--- config.mk ---
export PLATFORM = sky130hd
export DESIGN_NAME = otp_trim_bank
export DESIGN_NICKNAME = d
export VERILOG_FILES = /design/src/rtl/otp_trim_pkg.sv /design/src/rtl/otp_trim_field.sv /design/src/rtl/otp_trim_decode.sv /design/src/rtl/otp_trim_bank.sv
export SDC_FILE = /design/constraint.sdc
export NUM_CORES = 1
export LEC_CHECK = 0
export ABC_AREA = 1
export BUFFER_PORTS_ARGS = -buffer_cell sky130_fd_sc_hd__buf_2
export CAP_MARGIN = 20
export CORE_MARGIN = 5
export CORE_UTILIZATION = 32
export CTS_CLUSTER_SIZE = 12
export DETAILED_ROUTE_END_ITERATION = 16
export PLACE_DENSITY = 0.57
export SYNTH_ARGS = -nofsm -noshare
export SYNTH_HDL_FRONTEND = slang
export SYNTH_HIERARCHICAL = 1
export SYNTH_SLANG_ARGS = --single-unit
--- constraint.sdc ---
create_clock -name clk -period 3.5 [get_ports clk]
set_input_delay 0.525 -clock clk [delete_from_list [all_inputs] [get_ports clk]]
set_output_delay 0.525 -clock clk [all_outputs]
set_load 0.005 [all_outputs]
--- src/rtl/otp_trim_pkg.sv ---
package otp_trim_pkg;
  localparam int NREG  = 8;
  localparam int VW    = 9;
  localparam int SELW  = $clog2(NREG);
  localparam int CNTW  = $clog2(VW + 1);

  localparam int R_QC = 0;
  localparam int R_QF = 1;
  localparam int R_SC = 2;
  localparam int R_SF = 3;
  localparam int R_TC = 4;
  localparam int R_CL = 5;
  localparam int R_PO = 6;
  localparam int R_LK = 7;

  typedef enum logic [1:0] {
    OP_CLEAR = 2'd0,
    OP_LOAD  = 2'd1,
    OP_BLOW  = 2'd2,
    OP_NONE  = 2'd3
  } trim_op_e;

  typedef enum logic [1:0] {
    RNG_LOW  = 2'd0,
    RNG_MID  = 2'd1,
    RNG_HIGH = 2'd2
  } range_e;

  function automatic int field_width(int idx);
    case (idx)
      R_QC: return 2;
      R_QF: return 9;
      R_SC: return 2;
      R_SF: return 8;
      R_TC: return 5;
      R_CL: return 2;
      default: return 1;
    endcase
  endfunction

  function automatic int field_off(int idx);
    int s;
    s = 0;
    for (int i = 0; i < idx; i++) s += field_width(i);
    return s;
  endfunction

  localparam int TOTW = field_off(NREG);
endpackage

--- src/rtl/otp_trim_field.sv ---
module otp_trim_field #(
  parameter int W        = 2,
  parameter bit VOLATILE = 1'b1
) (
  input  logic         clk,
  input  logic         rst_n,
  input  logic         por_i,
  input  logic         clr_i,
  input  logic         load_i,
  input  logic         blow_i,
  input  logic [W-1:0] load_val_i,
  input  logic [W-1:0] blow_mask_i,
  output logic [W-1:0] fuse_o,
  output logic [W-1:0] eff_o
);
  logic [W-1:0] trial_q;
  logic [W-1:0] fuse_q;

  generate
    if (VOLATILE) begin : g_trial
      always_ff @(posedge clk or negedge rst_n) begin
        if (!rst_n)      trial_q <= '0;
        else if (por_i)  trial_q <= '0;
        else if (clr_i)  trial_q <= '0;
        else if (load_i) trial_q <= load_val_i;
      end
    end else begin : g_no_trial
      logic unused_trial;
      assign unused_trial = clr_i ^ load_i ^ (^load_val_i);
      assign trial_q = '0;
    end
  endgenerate

  // fuse model: only a blank-die reset returns bits to 0
  always_ff @(posedge clk or negedge rst_n) begin
    if (!rst_n)      fuse_q <= '0;
    else if (blow_i) fuse_q <= fuse_q | blow_mask_i;
  end

  assign fuse_o = fuse_q;
  assign eff_o  = trial_q | fuse_q;
endmodule

--- src/rtl/otp_trim_decode.sv ---
module otp_trim_decode
  import otp_trim_pkg::*;
(
  input  logic [TOTW-1:0] eff_i,
  output logic [1:0]      qvo_range_o,
  output logic [8:0]      qvo_fine_o,
  output logic [1:0]      sens_range_o,
  output logic [7:0]      sens_fine_o,
  output logic [4:0]      tc_code_o,
  output logic            clamp_en_o,
  output logic            clamp_wide_o,
  output logic            polarity_o,
  output logic            locked_o
);
  localparam int O_QC = field_off(R_QC);
  localparam int O_QF = field_off(R_QF);
  localparam int O_SC = field_off(R_SC);
  localparam int O_SF = field_off(R_SF);
  localparam int O_TC = field_off(R_TC);
  localparam int O_CL = field_off(R_CL);
  localparam int O_PO = field_off(R_PO);
  localparam int O_LK = field_off(R_LK);

  logic [1:0] qc, sc, cl;
  logic [4:0] tc;

  assign qc = eff_i[O_QC +: 2];
  assign sc = eff_i[O_SC +: 2];
  assign cl = eff_i[O_CL +: 2];
  assign tc = eff_i[O_TC +: 5];

  always_comb begin
    case (qc)
      2'd1:    qvo_range_o = RNG_LOW;
      2'd2:    qvo_range_o = RNG_HIGH;
      default: qvo_range_o = RNG_MID;
    endcase
    case (sc)
      2'd0:    sens_range_o = RNG_LOW;
      2'd1:    sens_range_o = RNG_MID;
      default: sens_range_o = RNG_HIGH;
    endcase
    // unused drift codes share the effect of the code eight below
    tc_code_o    = (tc[3] & tc[2]) ? {tc[4], 1'b0, tc[2:0]} : tc;
    clamp_en_o   = (cl == 2'd1) || (cl == 2'd2);
    clamp_wide_o = (cl == 2'd2);
  end

  assign qvo_fine_o  = eff_i[O_QF +: 9];
  assign sens_fine_o = eff_i[O_SF +: 8];
  assign polarity_o  = eff_i[O_PO];
  assign locked_o    = eff_i[O_LK];
endmodule

--- src/rtl/otp_trim_bank.sv ---
module otp_trim_bank
  import otp_trim_pkg::*;
(
  input  logic        clk,
  input  logic        rst_n,
  input  logic        por_i,
  input  logic        req_valid_i,
  output logic        req_ready_o,
  input  logic [1:0]  req_op_i,
  input  logic [2:0]  req_sel_i,
  input  logic [8:0]  req_val_i,
  output logic        blow_done_o,
  output logic        blow_err_o,
  output logic [1:0]  qvo_range_o,
  output logic [8:0]  qvo_fine_o,
  output logic [1:0]  sens_range_o,
  output logic [7:0]  sens_fine_o,
  output logic [4:0]  tc_code_o,
  output logic        clamp_en_o,
  output logic        clamp_wide_o,
  output logic        polarity_o,
  output logic        locked_o
);
  logic [TOTW-1:0]            eff_flat;
  logic [NREG-1:0][CNTW-1:0]  new_cnt;
  logic                       take, active, blow_ok, blow_bad;
  logic [CNTW-1:0]            sel_cnt;
  logic                       done_q, err_q;
  trim_op_e                   op;

  assign op          = trim_op_e'(req_op_i);
  assign req_ready_o = ~por_i;
  assign take        = req_valid_i & req_ready_o;
  assign active      = take & ~locked_o;
  assign sel_cnt     = new_cnt[req_sel_i];
  assign blow_ok     = active && (op == OP_BLOW) && (sel_cnt <= CNTW'(1));
  assign blow_bad    = take && (op == OP_BLOW) && (locked_o || (sel_cnt > CNTW'(1)));

  generate
    for (genvar g = 0; g < NREG; g++) begin : g_reg
      localparam int W = field_width(g);
      logic         hit;
      logic [W-1:0] fuse_w, eff_w, need_w;

      assign hit       = (req_sel_i == SELW'(g));
      assign need_w    = req_val_i[W-1:0] & ~fuse_w;
      assign new_cnt[g] = CNTW'($countones(need_w));

      otp_trim_field #(.W(W), .VOLATILE(g != R_LK)) u_field (
        .clk        (clk),
        .rst_n      (rst_n),
        .por_i      (por_i),
        .clr_i      (active && op == OP_CLEAR && hit),
        .load_i     (active && op == OP_LOAD && hit),
        .blow_i     (blow_ok && hit),
        .load_val_i (req_val_i[W-1:0]),
        .blow_mask_i(need_w),
        .fuse_o     (fuse_w),
        .eff_o      (eff_w)
      );

      assign eff_flat[field_off(g) +: W] = eff_w;
    end
  endgenerate

  always_ff @(posedge clk or negedge rst_n) begin
    if (!rst_n) begin
      done_q <= 1'b0;
      err_q  <= 1'b0;
    end else begin
      done_q <= blow_ok;
      err_q  <= blow_bad;
    end
  end

  assign blow_done_o = done_q;
  assign blow_err_o  = err_q;

  otp_trim_decode u_dec (
    .eff_i       (eff_flat),
    .qvo_range_o (qvo_range_o),
    .qvo_fine_o  (qvo_fine_o),
    .sens_range_o(sens_range_o),
    .sens_fine_o (sens_fine_o),
    .tc_code_o   (tc_code_o),
    .clamp_en_o  (clamp_en_o),
    .clamp_wide_o(clamp_wide_o),
    .polarity_o  (polarity_o),
    .locked_o    (locked_o)
  );
endmodule

Word-level counts from Yosys, hierarchy flattened
Cells that the tools add are included.
- register bits after elaboration: 61
- input bits: 18
- output and inout port bits: 33
- logic and storage cells: 157
- add/subtract/negate cells: 22
- order comparisons: 3
- equality and inequality tests: 14
- multiplexer cells: 26
- bitwise operators: 35
- reductions and logical operators: 40
- operators by type and width (operator ; count):
    $logic_and 1x1->1 ; 28
    $mux 9 ; 3
    $add 1x1->2 ; 13
    $mux 8 ; 3
    $reduce_bool 3->1 ; 7
    $mux 2 ; 9
    $or 9x9->9 ; 2
    $or 8x8->8 ; 2
    $add 2x2->3 ; 5
    $mux 5 ; 3
    $bmux 4 s3 ; 1
    $eq 3x3->1 const B ; 4
    $or 2x2->2 ; 6
    $or 5x5->5 ; 2
    $and 9x9->9 ; 1
    $not 9->9 ; 1
    $add 3x3->4 ; 2
    $and 8x8->8 ; 1
    $eq 2x1->1 const B ; 4
    $mux 4 ; 2
    $not 8->8 ; 1
    $pmux 2 s2 ; 2
    $and 2x2->2 ; 3
    $eq 2x2->1 const B ; 3
    17 further kinds ; 32

Logic depth before layout (Yosys ltp)
- depth after elaboration: 11
- gate-level depth with buffers: 21
- depth with buffers taken out: 20

By module
Netlist, hierarchy kept.
- by module, submodules not included (module ; instances ; cells each ; area each (µm²) ; sequential area each (µm²)):
    otp_trim_bank ; 1 ; 167 ; 982.2 ; 50.0
    otp_trim_field at g_reg[1].u_field ; 1 ; 103 ; 803.3 ; 450.4
    otp_trim_field at g_reg[3].u_field ; 1 ; 92 ; 714.4 ; 400.4
    otp_trim_field at g_reg[0].u_field ... ; 3 ; 24 ; 177.7 ; 100.1
    otp_trim_field at g_reg[4].u_field ; 1 ; 57 ; 434.2 ; 250.2
    otp_trim_decode ; 1 ; 33 ; 227.7 ; 0.0
    otp_trim_field at g_reg[6].u_field ; 1 ; 10 ; 86.3 ; 50.0
    otp_trim_field at g_reg[7].u_field ; 1 ; 5 ; 43.8 ; 25.0

Worst setup path after synthesis
No wires, ideal clock.
- path kind: input port to flip-flop
- from: input port req_val_i[1]
- to: register g_reg[1].u_field.fuse_q[1]
- setup time: 0.065 ns
- data arrival time: 3.914 ns
- data required time: 3.435 ns
- setup slack: -0.479 ns
- stages: 19
- path buffers: 1
- path through: inv_1 > nor2_1 > fa_1 > inv_1 > fa_1 > fa_1 > fa_1 > fa_1 > inv_1 > nand3_1 > nand2_1 > nor2_1 > nand3_1 > nand2_2 > nand3_4 > nor2_1 > buf_2 > nand2_1 > nand2_1
- longest elaborated chain between the ends: 10
- elaborated cells between the ends (all ways): 25
- those cells by class: add/sub: 13; order compare: 1; mux: 2; bitwise: 7; reduce/logical: 2
- RTL lines (what ; line ; source):
    start: declaration ; otp_trim_bank.sv:11 ; input logic [8:0] req_val_i,
    $and 9x9->9 (*) ; otp_trim_bank.sv:46 ; assign need_w = req_val_i[W-1:0] & ~fuse_w;
    named net g_reg[1].need_w[1] ; otp_trim_bank.sv:43 ; logic [W-1:0] fuse_w, eff_w, need_w;
    $add 1x1->2 (not written as such) ; otp_trim_bank.sv:47 ; assign new_cnt[g] = CNTW'($countones(need_w));
    $add 2x2->3 (not written as such) ; otp_trim_bank.sv:47 ;
    $add 3x3->4 (not written as such) ; otp_trim_bank.sv:47 ;
    $add 4x1->4 (not written as such) ; otp_trim_bank.sv:47 ;
    $bmux 4 s3 ; otp_trim_bank.sv:35 ; assign sel_cnt = new_cnt[req_sel_i];
    $mux 4 (not written as such) ; otp_trim_bank.sv:35 ;
    $le 4x1->1 ; otp_trim_bank.sv:36 ; assign blow_ok = active && (op == OP_BLOW) && (sel_cnt <= CNTW'(1));
    $logic_and 1x1->1 ; otp_trim_bank.sv:36 ;
    $logic_and 1x1->1 ; otp_trim_bank.sv:55 ; .blow_i (blow_ok && hit),
    end signal: assignment ; otp_trim_field.sv:37 ; else if (blow_i) fuse_q <= fuse_q | blow_mask_i;
    end: declaration ; otp_trim_field.sv:17 ; logic [W-1:0] fuse_q;
Mark *: on every way through the listed nets, which the timed path passes. The rest lies on a longest branch. The select of a mux whose other input is x is not followed.
A chain may end at the register's enable or synchronous reset.

Worst setup path in the final report
- from: input port req_val_i[1]
- to: register g_reg[0].u_field.fuse_q[0]
- longest elaborated chain between the ends: 10
- elaborated cells between the ends (all ways): 24
- those cells by class: add/sub: 13; order compare: 1; mux: 2; bitwise: 6; reduce/logical: 2
- RTL lines (what ; line):
    $and 9x9->9 ; otp_trim_bank.sv:46
    named net g_reg[1].need_w[1] ; otp_trim_bank.sv:43
    $add 1x1->2 (not written as such) ; otp_trim_bank.sv:47
    $add 2x2->3 (not written as such) ; otp_trim_bank.sv:47
    $add 3x3->4 (not written as such) ; otp_trim_bank.sv:47
    $add 4x1->4 (not written as such) ; otp_trim_bank.sv:47
    $bmux 4 s3 ; otp_trim_bank.sv:35
    $mux 4 (not written as such) ; otp_trim_bank.sv:35
    $le 4x1->1 ; otp_trim_bank.sv:36
    $logic_and 1x1->1 ; otp_trim_bank.sv:36
    $logic_and 1x1->1 ; otp_trim_bank.sv:55
    end signal: assignment ; otp_trim_field.sv:37
    end: declaration ; otp_trim_field.sv:17
The timed path passes the listed nets, and every way through them passes these cells. The select of a mux whose other input is x is not followed.

==> out/summary.json <==
{
  "viasPerCell": 4.22,
  "power.share.clock": 0.510,
  "dp.final_hpwl_mm": 6.83,
  "dp_slack_ns": -0.753,
  "cts_root_buffer": "sky130_fd_sc_hd__clkbuf_16",
  "detail_route.first_pass.iterations": 4,
  "fp.dieH_um": 119,
  "route.detailed.wl_per_inst_um": 12.1,
  "total_leakage_power_nw": 2.46,
  "port_buffers": 50,
  "cp-start-kind": "input pin",
  "crit_chain": "buf_2 > inv_4 > nor2_2 > fa_1 > inv_1 > fa_1 > fa_1 > fa_2 > fa_1 > inv_1 > nand3_1 > nand2_1 > nor2_1 > nand3_1 > nand2_2 > nand3_4 > buf_6 > nor2_4 > nand2_1 > nand2_1",
  "switchingPower_mw": 0.365,
  "path_clk_slew_ns": 0.05,
  "worstPathMaxFanout": 6,
  "worst_path_dominant_cell_family": "adder cells",
  "failed_checks": "setup timing",
  "power_density_mw_per_mm2": 353,
  "total_global_routing_overflow": 0,
  "vias_in_the_first_global_route": 3189,
  "timing.critical_path.slowest_stage_cell": "sky130_fd_sc_hd__fa_1",
  "end_kind": "flip-flop",
  "sw_frac_of_total": 0.226,
  "share_seq_of_total_power": 0.438,
  "min_path_type": "input pin to asynchronous set/reset pin",
  "outcome": "complete, but fails checks",
  "htreeDepth": 3,
  "slew_violations": 0,
  "synth_fp_nets": 577,
  "slew_at_the_pin_closest_to_its_max_slew_limit_ns": 0.607,
  "die-width_um": 119,
  "crit_required_ns": 3.77,
  "design.final.nets": 631,
  "slowest_delay_ns": 0.53,
  "crit_buf_inv": 5,
  "post_dp_cell_area_mm2": 0.00418,
  "clock_sink_count": 61,
  "critPathLaunch": "req_val_i[1]",
  "cap_viol_max_count": 0,
  "finalWeightedCongestion": 0.807,
  "vdd_drop_max_v": 0.000351,
  "grt_first_pass_wirelength_mm": 15.2,
  "fp-row-count": 39,
  "initial_core_utilization": 0.330,
  "layout_worst_path_cycle_share": 1.09,
  "fmax_mhz": 263,
  "timing_hold_violations_final": 0,
  "yosysWarnings": 6,
  "timing.final.setup_violations": 32,
  "cts_made_buffers": 9,
  "clock_skew_ns": 0.00549,
  "postRouteAntennaNets": 0,
  "buffer_levels_on_the_longest_clock_path": 2,
  "p_int_mw": 1.25,
  "grt_start_max_net_pins": 37,
  "layout-drive-gt1-share": 0.223,
  "grt_antenna_before_repair": 0,
  "worst-endpoint-arrival_ns": 4.08,
  "slew_margin_rel": 0.595,
  "synthToLayoutAreaGrowth_pct": 19.8,
  "worst_skew_pair.late_latency_ns": 0.33,
  "number_of_antenna_repair_diodes": 0,
  "synthCells": 537,
  "route.vias.total": 3118,
  "drc_errors": 0,
  "destination_of_the_worst_register_to_register_timing_path": "g_reg[0].u_field/fuse_o[0]$_DFFE_PN0P_",
  "syn_area_mm2": 0.00382,
  "power.combinational.fraction": 0.052,
  "critical_path_class": "input pin to flip-flop",
  "totalWireLength_mm": 8.95,
  "fp.coreArea_mm2": 0.0116,
  "r2r_start": "g_reg[1].u_field/fuse_o[3]$_DFFE_PN0P_",
  "detailedRoute.firstIterationViolations": 125,
  "critPathMostFrequentCell": "sky130_fd_sc_hd__fa_1",
  "finalCriticalPeriod_ns": 3.81,
  "globalRouteTotalUtil": 0.135,
  "postLayoutSetupSlackWorst_ns": -0.309,
  "worst_r2r_path_depth": 18,
  "syn_avg_cell_area_um2": 7.11,
  "grt_setup_unrepaired": "yes",
  "design_area_mm2": 0.00457,
  "tritoncts": "yes",
  "ff2ff_setup_slack_ns": -0.30,
  "ioPinCount": 51,
  "floorplan.die_area_mm2": 0.0142
}
[power by group through the flow]
stage,combinational (mW),clock [mW],sequential [mW]
after floorplan,0.0238,0,0.719
after global placement,0.0805,0,0.719
after detailed placement,0.0810,0,0.719
after CTS,0.0839,0.846,0.706
after global routing,0.0943,0.875,0.706
final,0.0838,0.824,0.707
[sequential cells by signal, indices dropped and copies added, names as in the netlist]
signal and count:
g.u_field/fuse_o 29, g.u_field/trial_q 29, blow_done_o 1, blow_err_o 1
g.u_field/eff_o 1
[metrics by stage]
stage / TNS, ns / instances / util / hold WS [ns] / power, mW
3_5_place_dp: -22.62 / 719 / 0.361 / 0.468 / 0.800
3_3_place_gp: -21.07 / 719 / 0.361 / 0.462 / 0.799
2_1_floorplan: -8.78 / 537 / - / 0.229 / 0.743
6_report: -8.63 / 739 / 0.396 / 0.197 / 1.61
5_1_grt: -14.15 / 739 / 0.396 / 0.255 / 1.68
4_1_cts: -9.22 / 736 / 0.389 / 0.217 / 1.64
[metal layers]
metal | GRT usage | vias up | share of wire
met4 | 0.0434 | 0 | 0.016
li1 | - | 1614 | -
met5 | 0 | - | 0
met3 | 0.0403 | 12 | 0.052
met1 | 0.174 | 1434 | 0.46
met2 | 0.218 | 58 | 0.47
[cell type report]
class                   instances  area (um^2)
inverters                     117          448
repair buffers                 73          440
fillers                      1217         6990
well taps                     143          179
multi-input cells             329         1710
flip-flops and latches         61         1530
clock inverters                 1         5.00
clock buffers                  15          268
[worst reg2reg max path: cells and delay by family (launching register included)]
family                     cells  cell delay, ns
adders and majority gates      5            2.16
buffers and inverters          3            0.32
DFF                            1            0.41
and+or+nand+nor               10            0.86
[layout by cell type, fill, tap and decap left out]
cell type                    count
sky130_fd_sc_hd__nand2_1       145
sky130_fd_sc_hd__fa_1           10
sky130_fd_sc_hd__nand3_1        10
sky130_fd_sc_hd__clkbuf_8        2
sky130_fd_sc_hd__buf_6           4
sky130_fd_sc_hd__clkinv_2        1
sky130_fd_sc_hd__clkbuf_1        4
sky130_fd_sc_hd__nand3_2         1
sky130_fd_sc_hd__or2_1           1
sky130_fd_sc_hd__inv_2           5
sky130_fd_sc_hd__inv_1         109
sky130_fd_sc_hd__clkbuf_16       9
sky130_fd_sc_hd__nand2_2        15
sky130_fd_sc_hd__a21oi_1         1
sky130_fd_sc_hd__nor2_4          8
sky130_fd_sc_hd__nand3_4         1
sky130_fd_sc_hd__a21boi_2        1
sky130_fd_sc_hd__buf_2          49
sky130_fd_sc_hd__clkinvlp_4      1
sky130_fd_sc_hd__nor3_1          1
sky130_fd_sc_hd__buf_4          20
sky130_fd_sc_hd__nor2_1        109
sky130_fd_sc_hd__fa_2            1
sky130_fd_sc_hd__inv_4           2
sky130_fd_sc_hd__nor2_2         11
sky130_fd_sc_hd__ha_1           10
sky130_fd_sc_hd__ha_2            1
sky130_fd_sc_hd__o22ai_1         1
sky130_fd_sc_hd__nor2_8          1
sky130_fd_sc_hd__dfrtp_1        61
sky130_fd_sc_hd__a21o_1          1
[worst max path at each step]
stage	endpoint	slack [ns]	cells past startpoint
after floorplan	g_reg[1].u_field/fuse_o[3]$_DFFE_PN0P_	-0.33	19
after global placement	g_reg[3].u_field/fuse_o[0]$_DFFE_PN0P_	-0.69	20
after detailed placement	g_reg[0].u_field/fuse_o[1]$_DFFE_PN0P_	-0.75	20
after CTS	g_reg[1].u_field/fuse_o[7]$_DFFE_PN0P_	-0.33	20
after global routing	g_reg[1].u_field/fuse_o[8]$_DFFE_PN0P_	-0.49	18
final	g_reg[0].u_field/fuse_o[0]$_DFFE_PN0P_	-0.31	20
[what timing repair did]
item / 4_1_cts / 5_1_grt
gates cloned: 0 / 1
resized for setup: 17 / 18
endpoints found under the setup margin: 32 / 32
endpoints found under the hold margin: 0 / 0
hold buffers: 0 / 0
pin swaps: 4 / 6
setup buffers: 2 / 2
No activity file was read; power rests on OpenSTA's default activity.
